## config.mk

```make
export PLATFORM = sky130hd
export DESIGN_NAME = tx_ring_index_ctrl
export DESIGN_NICKNAME = d
export VERILOG_FILES = /design/src/rtl/tx_ring_pkg.sv /design/src/rtl/tx_ring_ptr.sv /design/src/rtl/tx_ring_pend.sv /design/src/rtl/tx_ring_addr.sv /design/src/rtl/tx_ring_index_ctrl.sv
export SDC_FILE = /design/constraint.sdc
export NUM_CORES = 1
export LEC_CHECK = 0
export ABC_AREA = 1
export BUFFER_PORTS_ARGS = -buffer_cell sky130_fd_sc_hd__buf_4
export CAP_MARGIN = 30
export CORE_MARGIN = 1
export CORE_UTILIZATION = 40
export CTS_CLUSTER_DIAMETER = 80
export CTS_CLUSTER_SIZE = 28
export DETAILED_ROUTE_END_ITERATION = 7
export GPL_ROUTABILITY_DRIVEN = 0
export PLACE_DENSITY = 0.64
export REMOVE_ABC_BUFFERS = 1
export SKIP_LAST_GASP = 1
export SLEW_MARGIN = 20
export SYNTH_ARGS = -nofsm -noshare
export SYNTH_HDL_FRONTEND = slang
export SYNTH_SLANG_ARGS = --single-unit
export TNS_END_PERCENT = 20
```

## constraint.sdc

```tcl
create_clock -name clk_i -period 8.38 [get_ports clk_i]
set_clock_uncertainty 0.05 [all_clocks]
set_input_delay 0.419 -clock clk_i [delete_from_list [all_inputs] [get_ports clk_i]]
set_output_delay 0.419 -clock clk_i [all_outputs]
set_load 0.005 [all_outputs]
```

## src/rtl/tx_ring_pkg.sv

```systemverilog
package tx_ring_pkg;

  typedef logic [2:0] size_code_t;

  localparam int unsigned SLOT_W = 5;

  // words per slot: two header words plus payload/4
  function automatic logic [SLOT_W-1:0] slot_words(input size_code_t code);
    logic [SLOT_W-1:0] w;
    case (code)
      3'd0: w = 5'd4;
      3'd1: w = 5'd5;
      3'd2: w = 5'd6;
      3'd3: w = 5'd7;
      3'd4: w = 5'd8;
      3'd5: w = 5'd10;
      3'd6: w = 5'd14;
      default: w = 5'd18;
    endcase
    return w;
  endfunction

endpackage

```

## src/rtl/tx_ring_ptr.sv

```systemverilog
module tx_ring_ptr #(
  parameter int IDX_W = 5,
  parameter int CNT_W = 6
) (
  input  logic             clk_i,
  input  logic             rst_ni,
  input  logic             ring_en_i,
  input  logic [CNT_W-1:0] depth_i,
  input  logic             add_hit_i,
  input  logic             done_req_i,
  output logic [IDX_W-1:0] get_o,
  output logic [IDX_W-1:0] put_o,
  output logic             full_o,
  output logic [CNT_W-1:0] free_o,
  output logic             add_acc_o,
  output logic             done_acc_o,
  output logic             ovf_o
);

  function automatic logic [IDX_W-1:0] step_idx(input logic [IDX_W-1:0] i,
                                                 input logic [CNT_W-1:0] d);
    if (CNT_W'(i) + CNT_W'(1) >= d) return '0;
    return i + IDX_W'(1);
  endfunction

  function automatic logic [CNT_W-1:0] free_calc(input logic [IDX_W-1:0] g,
                                                  input logic [IDX_W-1:0] p,
                                                  input logic f,
                                                  input logic [CNT_W-1:0] d);
    if (f) return '0;
    if (p >= g) return d - CNT_W'(p - g);
    return CNT_W'(g - p);
  endfunction

  logic [IDX_W-1:0] get_q, put_q, get_d, put_d;
  logic             full_q, full_d, ovf_q;
  logic             empty;

  assign empty      = !full_q && (put_q == get_q);
  assign add_acc_o  = ring_en_i && add_hit_i && !full_q;
  assign done_acc_o = ring_en_i && done_req_i && !empty;

  always_comb begin
    get_d  = get_q;
    put_d  = put_q;
    full_d = full_q;
    if (add_acc_o)  put_d = step_idx(put_q, depth_i);
    if (done_acc_o) get_d = step_idx(get_q, depth_i);
    if (add_acc_o && !done_acc_o && (put_d == get_q)) full_d = 1'b1;
    else if (done_acc_o)                              full_d = 1'b0;
  end

  always_ff @(posedge clk_i) begin
    if (!rst_ni) begin
      get_q  <= '0;
      put_q  <= '0;
      full_q <= 1'b0;
      ovf_q  <= 1'b0;
    end else begin
      get_q  <= get_d;
      put_q  <= put_d;
      full_q <= full_d;
      ovf_q  <= ring_en_i && add_hit_i && full_q;
    end
  end

  assign get_o  = get_q;
  assign put_o  = put_q;
  assign full_o = full_q;
  assign ovf_o  = ovf_q;
  assign free_o = free_calc(get_q, put_q, full_q, depth_i);

endmodule

```

## src/rtl/tx_ring_pend.sv

```systemverilog
module tx_ring_pend #(
  parameter int SLOTS = 32,
  parameter int IDX_W = 5
) (
  input  logic             clk_i,
  input  logic             rst_ni,
  input  logic             set_i,
  input  logic [IDX_W-1:0] set_idx_i,
  input  logic             clr_i,
  input  logic [IDX_W-1:0] clr_idx_i,
  output logic [SLOTS-1:0] pend_o
);

  logic [SLOTS-1:0] pend_q;

  for (genvar s = 0; s < SLOTS; s++) begin : g_slot
    logic hit_set, hit_clr;
    assign hit_set = set_i && (set_idx_i == IDX_W'(s));
    assign hit_clr = clr_i && (clr_idx_i == IDX_W'(s));
    always_ff @(posedge clk_i) begin
      if (!rst_ni)      pend_q[s] <= 1'b0;
      else if (hit_set) pend_q[s] <= 1'b1;
      else if (hit_clr) pend_q[s] <= 1'b0;
    end
  end

  assign pend_o = pend_q;

endmodule

```

## src/rtl/tx_ring_addr.sv

```systemverilog
module tx_ring_addr
  import tx_ring_pkg::*;
#(
  parameter int IDX_W  = 5,
  parameter int ADDR_W = 16
) (
  input  logic [ADDR_W-1:0] base_i,
  input  size_code_t        code_i,
  input  logic [IDX_W-1:0]  buf_i,
  output logic [ADDR_W-1:0] addr_o
);

  function automatic logic [ADDR_W-1:0] slot_addr(input logic [ADDR_W-1:0] b,
                                                   input logic [IDX_W-1:0] n,
                                                   input size_code_t c);
    return b + ADDR_W'(n) * ADDR_W'(slot_words(c));
  endfunction

  assign addr_o = slot_addr(base_i, buf_i, code_i);

endmodule

```

## src/rtl/tx_ring_index_ctrl.sv

```systemverilog
module tx_ring_index_ctrl
  import tx_ring_pkg::*;
#(
  parameter int MAX_DEPTH = 32,
  parameter int ADDR_W    = 16,
  localparam int IDX_W    = $clog2(MAX_DEPTH),
  localparam int CNT_W    = $clog2(MAX_DEPTH + 1)
) (
  input  logic                 clk_i,
  input  logic                 rst_ni,
  input  logic                 cfg_queue_mode_i,
  input  logic [CNT_W-1:0]     cfg_depth_i,
  input  logic [ADDR_W-1:0]    cfg_base_i,
  input  logic [2:0]           cfg_size_code_i,
  input  logic [MAX_DEPTH-1:0] add_req_i,
  input  logic                 tx_done_i,
  input  logic [IDX_W-1:0]     addr_buf_i,
  output logic [IDX_W-1:0]     get_idx_o,
  output logic [IDX_W-1:0]     put_idx_o,
  output logic [CNT_W-1:0]     free_o,
  output logic                 full_o,
  output logic [MAX_DEPTH-1:0] pend_o,
  output logic                 ovf_err_o,
  output logic [ADDR_W-1:0]    ram_addr_o
);

  function automatic logic [CNT_W-1:0] clamp_depth(input logic [CNT_W-1:0] d);
    if (d == '0) return CNT_W'(1);
    if (d > CNT_W'(MAX_DEPTH)) return CNT_W'(MAX_DEPTH);
    return d;
  endfunction

  // named internal events, also seen by the bound checker
  logic [CNT_W-1:0] depth_eff;
  logic             ring_en;
  logic             add_hit;
  logic             add_acc;
  logic             done_acc;

  assign depth_eff = clamp_depth(cfg_depth_i);
  assign ring_en   = !cfg_queue_mode_i;
  assign add_hit   = add_req_i[put_idx_o];

  tx_ring_ptr #(.IDX_W(IDX_W), .CNT_W(CNT_W)) ptr_i (
    .clk_i      (clk_i),
    .rst_ni     (rst_ni),
    .ring_en_i  (ring_en),
    .depth_i    (depth_eff),
    .add_hit_i  (add_hit),
    .done_req_i (tx_done_i),
    .get_o      (get_idx_o),
    .put_o      (put_idx_o),
    .full_o     (full_o),
    .free_o     (free_o),
    .add_acc_o  (add_acc),
    .done_acc_o (done_acc),
    .ovf_o      (ovf_err_o)
  );

  tx_ring_pend #(.SLOTS(MAX_DEPTH), .IDX_W(IDX_W)) pend_i (
    .clk_i     (clk_i),
    .rst_ni    (rst_ni),
    .set_i     (add_acc),
    .set_idx_i (put_idx_o),
    .clr_i     (done_acc),
    .clr_idx_i (get_idx_o),
    .pend_o    (pend_o)
  );

  tx_ring_addr #(.IDX_W(IDX_W), .ADDR_W(ADDR_W)) addr_i (
    .base_i (cfg_base_i),
    .code_i (size_code_t'(cfg_size_code_i)),
    .buf_i  (addr_buf_i),
    .addr_o (ram_addr_o)
  );

endmodule

```

Word level (Yosys, flattened, before mapping)
Index checks and enable logic that the tools add are counted.

Register bits after elaboration: 44. Output and inout port bits: 66. Word-level logic and storage cells: 325. Bits of input ports: 66.

$mul: 1. Mux-type cells: 92. Eq/ne operators: 70. Reduce and logical (&&, ||, !) cells: 113. $lt $le $gt $ge: 5. $add $sub $neg: 8.

Operators with widths (count): 5-bit == test, second input constant (32); 5-bit by 4-bit == test with 1-bit output, second input constant (16); 1-bit two-way mux (77); 1-bit logical AND (72); 2-bit nonzero test (33); 6-bit two-way mux (8); 5-bit by 3-bit == test with 1-bit output, second input constant (8); 5-bit one-hot mux with 7 select lines (1); 5-bit two-way mux (5); 5-bit by 2-bit == test with 1-bit output, second input constant (4); 16-bit by 10-bit adder with 16-bit output (1); 5-bit by 1-bit adder with 6-bit output, second input constant (2); 6-bit >= comparator (2); 5-bit by 5-bit subtractor with 6-bit output (2); 5-bit by 1-bit adder with 5-bit output, second input constant (2); 5-bit by 1-bit == test with 1-bit output, second input constant (2); 5-bit == test (2); 5-bit zero test (2); 5-bit by 5-bit multiplier with 10-bit output (1); 3-bit == test, second input constant (3); 3-bit by 2-bit == test with 1-bit output, second input constant (2); 6-bit greater-than comparator, second input constant (1); 6-bit zero test (1); 5-bit by 6-bit < comparator with 1-bit output, second input constant (1); 6 further kinds (9).

Logic depth before layout (Yosys ltp)
Gate-level depths: netlist of the first run.

Word-level depth: 13. Mapped depth: 20. Gate-level depth less buffers: 20.

Hierarchy
Synthesis of the first run repeated with hierarchy kept, for this count alone.

Cell total of the unflattened synthesis: 774. Area, all modules: 5012.3 um^2.

Modules (own cells, without submodules): tx_ring_ptr (sequential area each 240.2 um^2, cells an instance 230, area each 1592.8 um^2, times used 1); tx_ring_pend (sequential area each 640.6 um^2, cells an instance 219, area each 1567.8 um^2, times used 1); tx_ring_addr (sequential area each 0.0 um^2, cells an instance 231, area each 1415.1 um^2, times used 1); tx_ring_index_ctrl (sequential area each 0.0 um^2, cells an instance 94, area each 436.7 um^2, times used 1).

Least setup slack after synthesis of the first run
Ideal clock, no wire load.

Path kind: input-to-output. Start point: input cfg_size_code_i[1]. End point: output ram_addr_o[14]. Arrival time: 3.839 ns. Setup slack: 4.072 ns. Required time: 7.911 ns. Buffers on the path: 0. Stages: 17. Path through: inv_1 o21ai_0 inv_1 nor2_1 fa_1 fa_1 inv_1 fa_1 inv_1 ha_1 nand3b_1 and2_1 o221ai_1 nand2_1 a21boi_0 nand3_1 xnor2_1.

Cells in the longest elaborated chain, start to end: 4. Elaborated cells on any way between the ends: 10. Those cells by class: 1 x add/sub; 1 x mul; 6 x eq/ne; 1 x mux; 1 x reduce/logical.

RTL lines: start: declaration (line tx_ring_index_ctrl.sv:14) `input logic [2:0] cfg_size_code_i,`; 3-bit == test (tied with other cells) (line tx_ring_pkg.sv:10) `case (code)`; 5-bit one-hot mux with 7 select lines (*) (line tx_ring_pkg.sv:10); 5-bit by 5-bit multiplier with 10-bit output (*) (line tx_ring_addr.sv:16) `return b + ADDR_W'(n) * ADDR_W'(slot_words(c));`; 16-bit by 10-bit adder with 16-bit output (*) (line tx_ring_addr.sv:16); end: declaration (line tx_ring_index_ctrl.sv:24) `output logic [ADDR_W-1:0] ram_addr_o`.

Mark *: on every way between the ends. The rest lies on a longest branch, timed or not.

Final worst setup path of the first run
Start point: input cfg_size_code_i[0]. End point: output ram_addr_o[14].

The elaborated chain is that of the path after synthesis.

==> flow_summary_export.csv, run 1 <==
group,metric,value,unit
worst_setup_path,critPathMaxFanout,5,
logic_synthesis,ys_seq_area_frac,0.1857,
clock_tree,cts_buffers,5,
logic_synthesis,synth.distinct_cells,38,
floorplan,die_h,110.9,um
final_layout,insertedDiodeCount,0,
timing,fin_ws,3.534,ns
drt,dr.pass1.iters,5,
timing,fmax,206.4,MHz
logic_synthesis,netlist_instances,687,
worst_setup_path,slowest_stage,"fa_1",
run_status,status,"complete, no violations",
worst_hold_path,hold_path_class,"input pin to flop",
drt,postRouteAntennaNets,0,
timing,tightest_slew,0.7214,ns
worst_setup_path,slowest_delay,0.55,ns
flow_run,maxCapViolCount,0,
drt,wl,14110,um
floorplan,rows,39,
pwr,power.leakage,2.969,nW
worst_setup_path,worstPathCellList,"buf_4 > o21ai_0 > inv_1 > nor2_1 > fa_1 > fa_1 > inv_1 > fa_1 > inv_1 > ha_1 > nand3b_1 > and2_1 > o221ai_1 > nand2_1 > a21boi_0 > nand3_1 > xnor2_1 > buf_4",
logic_synthesis,synth_top_cell_area_share,0.1857,
global_routing,antenna_found_initial,0,
clock_tree,root_buffer,"clkbuf_16",
logic_synthesis,synth.avg_cell_area,6.906,um2
logic_synthesis,yosys.area.top_type,"dfxtp_1",
floorplan,dieWidth,110.9,um
clock_tree,clock_latency,0.28,ns
global_routing,grt_max_degree,39,
floorplan,core,11470,um2
floorplan,initial_core_util,0.4137,
pwr,power_density,169.3,nW/um2
logic_synthesis,synth_area,4745,um2
worst_setup_path,cp.required,7.91,ns
clock_tree,clock_sinks,44,
drt,first_iter_violations,525,
timing,fin_crit_sh,0.5782,
floorplan,io_pins,132,
clock_tree,cts.path.max_buffers,2,
global_routing,grtUsageTotal,0.2265,
clock_tree,ctsHoldBuffers,0,
drt,vias,5100,
timing,final-setup-viol-count,0,
timing,fin_setup_tns,0,ns
placed_design,dp.final_hpwl,10830,um
logic_synthesis,synth_area_leaders,"dfxtp_1, ha_1, fa_1",
placed_design,dp_worst_setup_slack,3.556,ns
final_layout,layout-drive-gt1-share,0.1977,
clock_tree,htreeDepth,2,
final_layout,nets,941,
global_routing,grt_pass1_wl,23330,um
timing,finalHoldViolCount,0,
timing,slew_headroom,0.5184,
clock_tree,post_cts_buffers,0,
final_layout,syn2layout_area_growth,25.61,%
timing,maxSlewViolCount,0,
timing,fin_crit,4.846,ns
floorplan,die_area,12300,um2
timing,whs,0.4038,ns
drt,route.detailed.drc,0,
drt,avgRoutedWirePerCell,14.97,um
global_routing,grt_overflow,0,
pwr,ir_drop,0.1311,mV
worst_setup_path,path_class,"input pin to output port",
timing,rsz0062_at_grt,"no",
clock_tree,cts_tree,"yes",
clock_tree,ctsResizeCount,0,
drt,via_per_inst,5.414,
worst_setup_path,cp-start-kind,"input pin",
global_routing,grt_pass1_vias,4963,
logic_synthesis,yosys_warnings,0,
worst_setup_path,critPathArrivalTime,4.38,ns
worst_setup_path,worst_setup_path_end_kind,"output port",
clock_tree,clkTransAtPathRegs,0.06,ns
placed_design,io_buffer_count,131,
pwr,p_total,1.009,mW
logic_synthesis,synth-seq-cells,44,
-- routing by layer --
layer,share of wire,vias to the layer above,track usage
met1,0.42,2376,0.2841
met3,0.049,39,0.02843
met4,0.038,0,0.08622
met5,0,-,0
li1,-,2511,-
met2,0.49,174,0.3946
-- logic make-up (layout without fill, tap and decap cells) --
| kind of cell | after synthesis | count (layout) | share of synthesized area |
|---|---|---|---|
| AO/OA/AOI/OAI | 125 | 125 | 0.1406 |
| buffers and inverters | 139 | 251 | 0.1184 |
| adder cells (fa/ha/maj) | 77 | 77 | 0.2395 |
| flip-flops | 44 | 44 | 0.1857 |
| XOR/XNOR | 21 | 21 | 0.03877 |
| AND/OR/NAND/NOR | 281 | 281 | 0.2772 |
-- final timing paths --
check                           cells past startpoint                end  slack [ns]          startpoint
worst max-delay path                               18     ram_addr_o[14]        3.53  cfg_size_code_i[0]
worst min-delay path                                3     ptr_i.get_o[2]        0.40              rst_ni
worst max register to register                     17       ptr_i.full_o        4.82      ptr_i.put_o[1]
worst min register to register                      2  pend_i.pend_o[15]        0.43   pend_i.pend_o[15]
-- final cells by class --
type	instances	area [um2]
Clock buffer	6	128.9
Clock inverter	2	35.03
Fill cell	1160	5508
Inverter	108	405.4
Multi-Input combinational cell	504	3302
Sequential cell	44	880.8
Tap cell	143	178.9
Timing Repair Buffer	135	1028
-- power breakdown --
| group | leakage, nW | switching (mW) | internal (mW) |
|---|---|---|---|
| clock network | 0.0808 | 0.0788 | 0.140 |
| registers | 0.355 | 0.0159 | 0.217 |
| logic | 2.53 | 0.311 | 0.247 |
| total | 2.97 | 0.406 | 0.603 |
-- layout by cell type, fill, tap and decap left out, drive strengths merged, types with 2 or more instances in the layout --
cell    synthesis  layout
buf            16     135
inv           106     106
nand2          97      97
nor2           67      67
nand3          63      63
a21oi          61      61
ha             54      54
o21ai          50      50
nand4          49      49
dfxtp          44      44
fa             23      23
xor2           15      15
xnor2           6       6
clkbuf         15       6
nor3            3       3
a31oi           3       3
o21a            3       3
clkinv          2       3
a21boi          3       3
a211oi          2       2
-- synthesized netlist by cell type --
| cell type | number |
|---|---|
| a211oi_1 | 1 |
| a211oi_2 | 1 |
| a21boi_0 | 2 |
| a21boi_1 | 1 |
| a21o_1 | 1 |
| a21oi_1 | 60 |
| a21oi_2 | 1 |
| a31oi_1 | 3 |
| and2_1 | 1 |
| buf_1 | 6 |
| buf_2 | 2 |
| buf_4 | 7 |
| buf_6 | 1 |
| clkbuf_1 | 12 |
| clkbuf_2 | 3 |
| clkinv_1 | 2 |
| dfxtp_1 | 44 |
| fa_1 | 23 |
| ha_1 | 54 |
| inv_1 | 101 |
| inv_2 | 5 |
| nand2_1 | 96 |
| nand2_4 | 1 |
| nand3_1 | 62 |
| nand3_4 | 1 |
| nand3b_1 | 1 |
| nand4_1 | 49 |
| nor2_1 | 61 |
| nor2_2 | 5 |
| nor2_8 | 1 |
| nor3_1 | 3 |
| o21a_1 | 3 |
| o21ai_0 | 47 |
| o21ai_1 | 3 |
| o221ai_1 | 1 |
| o31ai_1 | 1 |
| xnor2_1 | 6 |
| xor2_1 | 15 |
-- state kept, by name, summed over array words and instances (netlist names) --
| signal | cells |
|---|---|
| ptr_i.ovf_o | 1 |
| ptr_i.full_o | 1 |
| ptr_i.put_o | 5 |
| ptr_i.get_o | 5 |
| pend_i.pend_o | 32 |
-- worst max-delay path: cells and delay by family --
family                     cells  cell delay (ns)
xor gates and xnor gates       1             0.16
and+or+nand+nor                5             0.64
buffers and inverters          5             0.50
AOI/OAI and AO/OA              3             0.77
adders and majority gates      4             1.87
-- through the flow --
step	std cells	util	cell area, um2
3_3_place_gp	932	0.5028	5766
2_1_floorplan	656	-	4588
4_1_cts	940	0.5171	5929
3_5_place_dp	932	0.5028	5766
5_1_grt	942	0.5197	5959
6_report	942	0.5197	5959
Note: power is estimated with default switching activity, not from simulation.
==> run 2: changes to the inputs <==
--- a/config.mk
+++ b/config.mk
@@ -14,7 +14,7 @@
 export CTS_CLUSTER_SIZE = 28
 export DETAILED_ROUTE_END_ITERATION = 7
 export GPL_ROUTABILITY_DRIVEN = 0
-export PLACE_DENSITY = 0.64
+export PLACE_DENSITY = 0.66
 export REMOVE_ABC_BUFFERS = 1
 export SKIP_LAST_GASP = 1
 export SLEW_MARGIN = 20
==> constraint.sdc (replaced) <==
create_clock -name clk_i -period 4.1 [get_ports clk_i]
set_clock_uncertainty 0.05 [all_clocks]
set_input_delay 0.205 -clock clk_i [delete_from_list [all_inputs] [get_ports clk_i]]
set_output_delay 0.205 -clock clk_i [all_outputs]
set_load 0.005 [all_outputs]
==> flow_summary_export.csv, run 2 (synthesis gave the netlist of run 1 again) <==
group,metric,value,unit
final_layout,largest_reg_flops,32,
global_routing,antenna_found_initial,0,
global_routing,grtUsageTotal,0.2267,
worst_hold_path,hold_path_class,"input pin to flop",
timing,fin_crit_sh,0.9570,
worst_setup_path,rr_worst_depth,16,
placed_design,place.detailed.instances,948,
final_layout,final_util,0.5400,
worst_setup_path,reg2reg_to,"ptr_i.full_o",
timing,tightest_slew,0.7223,ns
timing,fin_ws,0.1763,ns
final_layout,layout-drive-gt1-share,0.2528,
drt,dr.pass1.iters,5,
worst_setup_path,crit_top_cell,"fa_1",
clock_tree,cts.path.max_buffers,2,
run_status,status,"complete, no violations",
global_routing,grt_overflow,0,
final_layout,final_cell_count_no_fill,958,
worst_setup_path,worstPathCellList,"buf_4 > inv_2 > nand2_1 > inv_2 > nor2_1 > fa_1 > inv_1 > fa_1 > fa_1 > inv_1 > ha_4 > nand3b_1 > and2_1 > o221ai_2 > nand2_1 > a21boi_2 > nand3_1 > xnor2_1 > buf_4",
clock_tree,clkTransAtPathRegs,0.06,ns
final_layout,final_common_cell,"buf_4",
worst_setup_path,r2r_slack,0.71,ns
placed_design,dp_worst_setup_slack,-0.2248,ns
floorplan,dieWidth,110.9,um
worst_setup_path,cp-endpoint,"ram_addr_o[14]",
final_layout,syn2layout_area_growth,30.51,%
pwr,power.leakage,3.033,nW
worst_setup_path,cp.required,3.85,ns
worst_setup_path,worst_setup_path_end_kind,"output port",
pwr,power_density,344.4,nW/um2
clock_tree,cts_tree,"yes",
timing,fmax,254.9,MHz
global_routing,grt_max_degree,35,
timing,slew_headroom,0.5179,
worst_setup_path,r2r_start,"ptr_i.put_o[0]",
global_routing,grt_pass1_vias,4932,
final_layout,nets,957,
drt,vias,5200,
worst_setup_path,critPathArrivalTime,3.67,ns
final_layout,fillCellCount,1096,
drt,postRouteAntennaNets,0,
placed_design,dp.final_hpwl,10830,um
timing,fin_crit,3.924,ns
clock_tree,clock_latency,0.29,ns
pwr,ir_drop,0.3274,mV
worst_setup_path,path_class,"input pin to output port",
global_routing,grt_pass1_wl,23170,um
clock_tree,root_buffer,"clkbuf_16",
drt,first_iter_violations,328,
clock_tree,htreeDepth,2,
drt,via_per_inst,5.428,
worst_setup_path,cp-start-kind,"input pin",
worst_setup_path,critPathLaunch,"cfg_size_code_i[1]",
floorplan,core,11470,um2
worst_setup_path,slowest_stage,"fa_1",
drt,route.detailed.drc,0,
timing,finalHoldViolCount,0,
final_layout,mostFrequentLayoutCells,"buf_4, inv_1, nand2_1, nand3_1, a21oi_1",
floorplan,die_area,12300,um2
timing,final-setup-viol-count,0,
drt,avgRoutedWirePerCell,14.85,um
floorplan,io_pins,132,
final_layout,insertedDiodeCount,0,
clock_tree,ctsHoldBuffers,0,
worst_setup_path,slowest_delay,0.54,ns
clock_tree,clock_sinks,44,
placed_design,io_buffer_count,131,
timing,maxSlewViolCount,0,
floorplan,die_h,110.9,um
floorplan,initial_core_util,0.4137,
flow_run,maxCapViolCount,0,
drt,wl,14230,um
clock_tree,cts_buffers,5,
floorplan,rows,39,
worst_setup_path,critPathMaxFanout,4,
[run 2: cell types whose count changed in the layout (fill, tap and decap cells not counted), sizes merged]
cell	before	now
bufinv	1	0
clkinv	3	2
clkinvlp	0	2
buf	135	151
[run 2: worst min path at each step]
stage                                  from                 to  slack, ns  cells after the start
after floorplan                      rst_ni     ptr_i.get_o[2]       0.31                      2
after detailed placement  pend_i.pend_o[19]  pend_i.pend_o[19]       0.42                      2
after global placement    pend_i.pend_o[31]  pend_i.pend_o[31]       0.41                      2
after CTS                            rst_ni     ptr_i.get_o[1]       0.16                      3
after global routing                 rst_ni     ptr_i.get_o[0]       0.19                      3
final                                rst_ni     ptr_i.get_o[0]       0.17                      3
[run 2: report_power, final]
part | total [mW] | internal, mW | leakage [nW] | switching [mW]
Combinational | 1.24 | 0.571 | 2.61 | 0.673
Clock | 0.416 | 0.242 | 0.0691 | 0.173
Sequential | 0.473 | 0.443 | 0.355 | 0.0300
Total | 2.13 | 1.26 | 3.03 | 0.877
[run 2: area by class of cell]
cell class                 count  area [um2]  area share
tap                          143       178.9     0.02889
timing repair buffer         151        1145      0.1849
sequential                    44       880.8      0.1423
multi-input combinational    504        3428      0.5536
clock buffer                   6       138.9     0.02243
inverter                     108       405.4     0.06547
clock inverter                 2       15.01    0.002425
[run 2: repair_timing]
item	4_1_cts	5_1_grt
pin swaps	0	16
setup buffers	0	2
resized for setup	5	34
endpoints found under the setup margin	5	6
[run 2: metal layers]
layer | up-vias | part of all wire | global-route usage
met4 | 0 | 0.029 | 0.08978
li1 | 2545 | - | -
met1 | 2464 | 0.42 | 0.2811
met5 | - | 0 | 0
met2 | 158 | 0.50 | 0.3992
met3 | 33 | 0.046 | 0.02570
[run 2: through the flow]
stage | hold slack [ns] | TNS [ns] | total power, mW | instance area, um2
3_5_place_dp | 0.4200 | -0.4807 | 1.661 | 5893
3_3_place_gp | 0.4105 | -0.1001 | 1.633 | 5878
5_1_grt | 0.1898 | -0.09615 | 2.302 | 6192
4_1_cts | 0.1649 | -0.03964 | 2.077 | 6053
6_report | 0.1707 | 0 | 2.132 | 6192
2_1_floorplan | 0.3092 | 0 | 1.171 | 4588
[run 2: critical path: cells and delay by family]
family                     cells  cell delay [ns]
buffers and inverters          6             0.53
xor gates and xnor gates       1             0.18
adders and majority gates      4             1.79
AOI/OAI and AO/OA              2             0.35
and+or+nand+nor                6             0.60
